==> src/rtl/cap_pkg.sv <==
package cap_pkg;

    typedef enum logic [2:0] {
        ST_IDLE,
        ST_REC_START,
        ST_REC_CONV,
        ST_REC_READ,
        ST_REC_WRITE,
        ST_REC_RELEASE,
        ST_PLAY_ACCESS,
        ST_PLAY_STEP
    } cap_state_e;

    typedef struct packed {
        logic ce1_n;
        logic ce2;
        logic we_n;
        logic oe_n;
        logic cs_n;
        logic rd_n;
        logic wr_n;
        logic step;
    } ctl_bus_t;

    localparam ctl_bus_t CTL_QUIET = '{ce1_n: 1'b1, ce2: 1'b0, we_n: 1'b1,
                                       oe_n: 1'b1, cs_n: 1'b1, rd_n: 1'b1,
                                       wr_n: 1'b1, step: 1'b0};

endpackage

==> src/rtl/cap_phase_timer.sv <==
module cap_phase_timer #(
    parameter int W = 4
) (
    input  logic         clk,
    input  logic         rst_n,
    input  logic         load,
    input  logic [W-1:0] load_val,
    output logic         expired
);

    logic [W-1:0] cnt_q;

    always_ff @(posedge clk or negedge rst_n) begin
        if (!rst_n) begin
            cnt_q <= '0;
        end else if (load) begin
            cnt_q <= load_val;
        end else if (cnt_q != '0) begin
            cnt_q <= cnt_q - 1'b1;
        end
    end

    assign expired = (cnt_q == '0);

endmodule

==> src/rtl/cap_eoc_watch.sv <==
module cap_eoc_watch (
    input  logic clk,
    input  logic rst_n,
    input  logic clear,
    input  logic watch,
    input  logic judge,
    input  logic eoc_n,
    output logic seen,
    output logic overrun
);

    logic seen_q;
    logic ovr_q;

    always_ff @(posedge clk or negedge rst_n) begin
        if (!rst_n) begin
            seen_q <= 1'b0;
        end else if (clear) begin
            seen_q <= 1'b0;
        end else if (watch && !eoc_n) begin
            seen_q <= 1'b1;
        end
    end

    always_ff @(posedge clk or negedge rst_n) begin
        if (!rst_n) begin
            ovr_q <= 1'b0;
        end else if (judge && !seen_q) begin
            ovr_q <= 1'b1;
        end
    end

    assign seen    = seen_q;
    assign overrun = ovr_q;

endmodule

==> src/rtl/cap_bus_sequencer.sv <==
module cap_bus_sequencer
    import cap_pkg::*;
#(
    parameter int CONV_CYCLES = 8,
    parameter int PLAY_CYCLES = 4
) (
    input  logic clk,
    input  logic rst_n,
    input  logic run,
    input  logic mode_play,
    input  logic adc_eoc_n,
    output logic ram_ce1_n,
    output logic ram_ce2,
    output logic ram_we_n,
    output logic ram_oe_n,
    output logic adc_cs_n,
    output logic adc_rd_n,
    output logic adc_wr_n,
    output logic addr_step,
    output logic overrun
);

    localparam int MAXC = (CONV_CYCLES > PLAY_CYCLES) ? CONV_CYCLES : PLAY_CYCLES;
    localparam int TW   = (MAXC < 2) ? 1 : $clog2(MAXC);
    localparam logic [TW-1:0] CONV_LOAD = TW'(CONV_CYCLES - 1);
    localparam logic [TW-1:0] PLAY_LOAD = TW'(PLAY_CYCLES - 1);

    cap_state_e state_q, state_d;
    ctl_bus_t   ctl;
    logic       tmr_load;
    logic [TW-1:0] tmr_val;
    logic       tmr_done;
    logic       eoc_seen;

    // Choice made at every sample boundary
    function automatic cap_state_e boundary_pick(input logic go, input logic play);
        if (!go)       return ST_IDLE;
        else if (play) return ST_PLAY_ACCESS;
        else           return ST_REC_START;
    endfunction

    always_ff @(posedge clk or negedge rst_n) begin
        if (!rst_n) state_q <= ST_IDLE;
        else        state_q <= state_d;
    end

    always_comb begin
        state_d = state_q;
        unique case (state_q)
            ST_IDLE:        state_d = boundary_pick(run, mode_play);
            ST_REC_START:   state_d = ST_REC_CONV;
            ST_REC_CONV:    state_d = tmr_done ? ST_REC_READ : ST_REC_CONV;
            ST_REC_READ:    state_d = ST_REC_WRITE;
            ST_REC_WRITE:   state_d = ST_REC_RELEASE;
            ST_REC_RELEASE: state_d = boundary_pick(run, mode_play);
            ST_PLAY_ACCESS: state_d = tmr_done ? ST_PLAY_STEP : ST_PLAY_ACCESS;
            ST_PLAY_STEP:   state_d = boundary_pick(run, mode_play);
            default:        state_d = ST_IDLE;
        endcase
    end

    // Phase timer is armed on entry to a timed state
    always_comb begin
        tmr_load = 1'b0;
        tmr_val  = CONV_LOAD;
        if (state_d == ST_REC_CONV && state_q != ST_REC_CONV) begin
            tmr_load = 1'b1;
            tmr_val  = CONV_LOAD;
        end else if (state_d == ST_PLAY_ACCESS && state_q != ST_PLAY_ACCESS) begin
            tmr_load = 1'b1;
            tmr_val  = PLAY_LOAD;
        end
    end

    cap_phase_timer #(.W(TW)) u_timer (
        .clk      (clk),
        .rst_n    (rst_n),
        .load     (tmr_load),
        .load_val (tmr_val),
        .expired  (tmr_done)
    );

    cap_eoc_watch u_eoc (
        .clk     (clk),
        .rst_n   (rst_n),
        .clear   (state_q == ST_REC_START),
        .watch   (state_q == ST_REC_CONV || state_q == ST_REC_READ),
        .judge   (state_q == ST_REC_WRITE),
        .eoc_n   (adc_eoc_n),
        .seen    (eoc_seen),
        .overrun (overrun)
    );

    always_comb begin
        ctl = CTL_QUIET;
        unique case (state_q)
            ST_IDLE: ctl = CTL_QUIET;
            ST_REC_START: begin
                ctl.cs_n = 1'b0;
                ctl.wr_n = 1'b0;
            end
            ST_REC_CONV: begin
                ctl.cs_n = 1'b0;
            end
            ST_REC_READ: begin
                ctl.ce1_n = 1'b0;
                ctl.ce2   = 1'b1;
                ctl.cs_n  = 1'b0;
                ctl.rd_n  = 1'b0;
            end
            ST_REC_WRITE: begin
                ctl.ce1_n = 1'b0;
                ctl.ce2   = 1'b1;
                ctl.cs_n  = 1'b0;
                ctl.rd_n  = 1'b0;
                ctl.we_n  = ~eoc_seen;
            end
            ST_REC_RELEASE: begin
                ctl.step = 1'b1;
            end
            ST_PLAY_ACCESS: begin
                ctl.ce1_n = 1'b0;
                ctl.ce2   = 1'b1;
                ctl.oe_n  = 1'b0;
            end
            ST_PLAY_STEP: begin
                ctl.ce1_n = 1'b0;
                ctl.ce2   = 1'b1;
                ctl.oe_n  = 1'b0;
                ctl.step  = 1'b1;
            end
            default: ctl = CTL_QUIET;
        endcase
    end

    assign ram_ce1_n = ctl.ce1_n;
    assign ram_ce2   = ctl.ce2;
    assign ram_we_n  = ctl.we_n;
    assign ram_oe_n  = ctl.oe_n;
    assign adc_cs_n  = ctl.cs_n;
    assign adc_rd_n  = ctl.rd_n;
    assign adc_wr_n  = ctl.wr_n;
    assign addr_step = ctl.step;

endmodule

==> config.mk <==
export PLATFORM = sky130hd
export DESIGN_NAME = cap_bus_sequencer
export DESIGN_NICKNAME = d
export VERILOG_FILES = /design/src/rtl/cap_pkg.sv /design/src/rtl/cap_phase_timer.sv /design/src/rtl/cap_eoc_watch.sv /design/src/rtl/cap_bus_sequencer.sv
export SDC_FILE = /design/constraint.sdc
export NUM_CORES = 1
export LEC_CHECK = 0
export BUFFER_PORTS_ARGS = -buffer_cell sky130_fd_sc_hd__buf_2
export CELL_PAD_IN_SITES_DETAIL_PLACEMENT = 0
export CELL_PAD_IN_SITES_GLOBAL_PLACEMENT = 1
export CORE_MARGIN = 3
export CORE_UTILIZATION = 36
export CTS_CLUSTER_DIAMETER = 120
export DETAILED_ROUTE_END_ITERATION = 10
export PLACE_DENSITY_LB_ADDON = 0.1
export SETUP_SLACK_MARGIN = 0.05
export SLEW_MARGIN = 15
export SYNTH_ARGS = -nofsm -noshare
export SYNTH_HDL_FRONTEND = slang
export SYNTH_SLANG_ARGS = --single-unit
==> constraint.sdc <==
create_clock -name clk -period 1.42 [get_ports clk]
set_input_delay 0.284 -clock clk [delete_from_list [all_inputs] [get_ports clk]]
set_output_delay 0.284 -clock clk [all_outputs]
set_load 0.05 [all_outputs]
==> summary.txt <==
Finish
  – Commonest non-fill, non-tap cells in the layout: 12 x buf_6, 8 x nand2_1, 8 x buf_4
  – Commonest non-fill, non-tap cell in the layout: buf_6
  – Ant diodes: 0
  – Core Util, Final: 0.693
  – Share of cells above drive strength 1: 0.542
  – Final-stage net count: a little over 90
  – Post-Layout Cell Count: between 90 and 100
  – Area growth syn-to-layout: 65.6%

Worst setup path
  – CP Data Arrival Time: ~1.3 ns
  – Reg2reg start: state_q[0]
  – Crit Path Class: register to primary output
  – Worst Path Max Fanout: 3
  – Crit path from: state_q[0]
  – Req. time, crit path: between 1 and 1.5 ns
  – CP Capture Type: primary output
  – Startpoint class of the critical path: register

Route
  – ANT nets after route: 0
  – Via/cell ratio: a little over 5
  – DRT Pass-1 Iters: 5
  – Met3 WL post-DR: 81 um
  – Uppermost layer routed: met3
  – WL met1: ~530 um
  – DRC: 0
  – Detailed Route WL: approximately 1200 um
  – Met2 wire len: ~640 um
  – Routed via count: just under 500
  – Routed len/inst: between 10 and 15 um
  – 1st-iter DRT viols: 6

Job
  – Max Cap Viol: 0

Global routing
  – GR Util All Layers: 0.165
  – First-pass GRT wire length: between 2000 and 2500 um
  – Largest net degree at the start of global routing: 9
  – Initial antenna violation count: 0
  – Vias in the first global route: about 500
  – GRT overflow: 0

Clock network
  – H-tree Lvls: 1
  – CTS clk-pin slew, worst paths: roughly 0.050 ns
  – CTS sink cnt: 8
  – Root Buffer: clkbuf_4
  – Cts bufs inserted: 3
  – TritonCTS clock tree: built
  – Clock Path Buffers: 2
  – Worst-skew pair later-pin latency: 0.25 ns

Timing
  – PnR worst setup slack: -0.125 ns
  – Final Hold Vio Count: 0
  – Final worst-path cycle share: 1.09
  – Slew HR: 0.828
  – RSZ-0062 raised after global routing: yes
  – Max-slew violations: 0
  – Final number of setup-violating endpoints: 8
  – Clk_skew: around 0.003 ns
  – Worst Max-Slew Pin Slew: 0.260 ns
  – Fmax: approximately 0.65 GHz
  – Crit path time final: approximately 1.5 ns
  – Final hold slack: slightly below 0.4 ns

Die
  – Die extent in x: 43.6 um
  – Die H: 43.6 um
  – Ports: 14
  – Core area: between 1000 and 1500 um2
  – DIE AREA: about 1900 um2
  – # rows: 12
  – Initial Util: 0.419

Placed design
  – Detailed Place HPWL: about 900 um
  – Post-Place Cells: between 80 and 90
  – Gpl congestion: around 0.73
  – Post-place setup slack: between 0.009 and 0.01 ns
  – Input/output buffers: 13

Yosys
  – Sequential fraction of the synthesis area: 0.393
  – Yosys warns: 0
  – Synthesized instance count: 55
  – Post-Syn Area: about 510 um2
  – Syn_nets: 62
  – Mean post-synth cell area: just over 9 um2
  – Unique cell type count in the Yosys netlist: 24
  – Seq cells post-synth: 8

Hold path
  – Hold path startpoint: adc_eoc_n
  – Hold/Removal Path Class: primary input to register

Outcome
  – Status: finished, violations left
  – Violated checks: negative setup slack
[routing by layer]
metal | vias to the layer above | GRT usage
met5 | - | 0
met4 | 0 | 0.0361
met3 | 0 | 0.0664
met2 | 19 | 0.285
met1 | 229 | 0.189
li1 | 249 | -
[cells by family (layout without fill, tap and decap cells)]
group	Yosys count	after routing	synth area share
buffers and inverters	9	37	0.0958
muxes	1	1	0.0221
AOI/OAI and AO/OA	14	14	0.238
xor gates and xnor gates	2	2	0.0344
DFF	8	8	0.393
and+or+nand+nor	19	19	0.167
adders and majority gates	2	2	0.0491
[critical path, stage by stage (launching register included)]
cell and delay, ns:
dfrtp_1 0.41, nor2b_4 0.14, buf_6 0.11, a22oi_2 0.17, buf_6 0.18
[per-stage QoR]
| step | setup TNS [ns] | area (um2) |
|---|---|---|
| after global placement | 0 | 667 |
| after CTS | -0.711 | 826 |
| after floorplan | -0.687 | 536 |
| final | -0.660 | 843 |
| after detailed placement | 0 | 667 |
| after global routing | -1.46 | 843 |
[sequential cells by signal, summed over array words and instances, names as in the netlist]
register       count
state_q            3
u_timer.cnt_q      3
u_eoc.overrun      1
u_eoc.seen         1
[final timing paths]
| check | endpoint | slack (ns) | cells after the start |
|---|---|---|---|
| max | adc_rd_n | -0.13 | 4 |
| min | u_eoc.seen | 0.39 | 4 |
| max reg2reg | u_timer.cnt_q[2] | -0.04 | 6 |
| min reg2reg | u_eoc.overrun | 0.46 | 1 |
| max in group asynchronous | state_q[2] | 0.83 | 2 |
| min in group asynchronous | state_q[0] | 0.41 | 2 |
[what timing repair did]
action	4_1_cts	5_1_grt
gates resized for setup	29	5
hold endpoints to repair	8	0
pin swaps	2	2
setup endpoints to repair	8	11
hold buffers	1	0
buffers inserted	4	0
[layout make-up]
type                       instances  area, um2
fill                             100        373
multi-input combinational         38        319
timing repair buffer              28        260
sequential                         8        201
clock buffer                       3       22.5
inverter                           6       22.5
tap                               14       17.5
[cell usage after synthesis (all sizes together)]
library cell	instances	share of area
nand2	10	0.074
a31o	1	0.017
a311o	1	0.020
ha	2	0.049
o221a	1	0.022
buf	3	0.052
a32o	1	0.020
xor2	1	0.017
o21ai	3	0.029
a21oi	3	0.037
xnor2	1	0.017
o32a	1	0.044
a222oi	1	0.020
dfrtp	8	0.39
nand2b	2	0.025
mux2	1	0.022
nand3	1	0.0098
a22oi	1	0.015
inv	6	0.044
a21o	1	0.015
nor2b	3	0.037
nor2	3	0.022
Power is not shown: default switching activity piles up to over one toggle a cycle in this logic, so the estimate is an artifact.
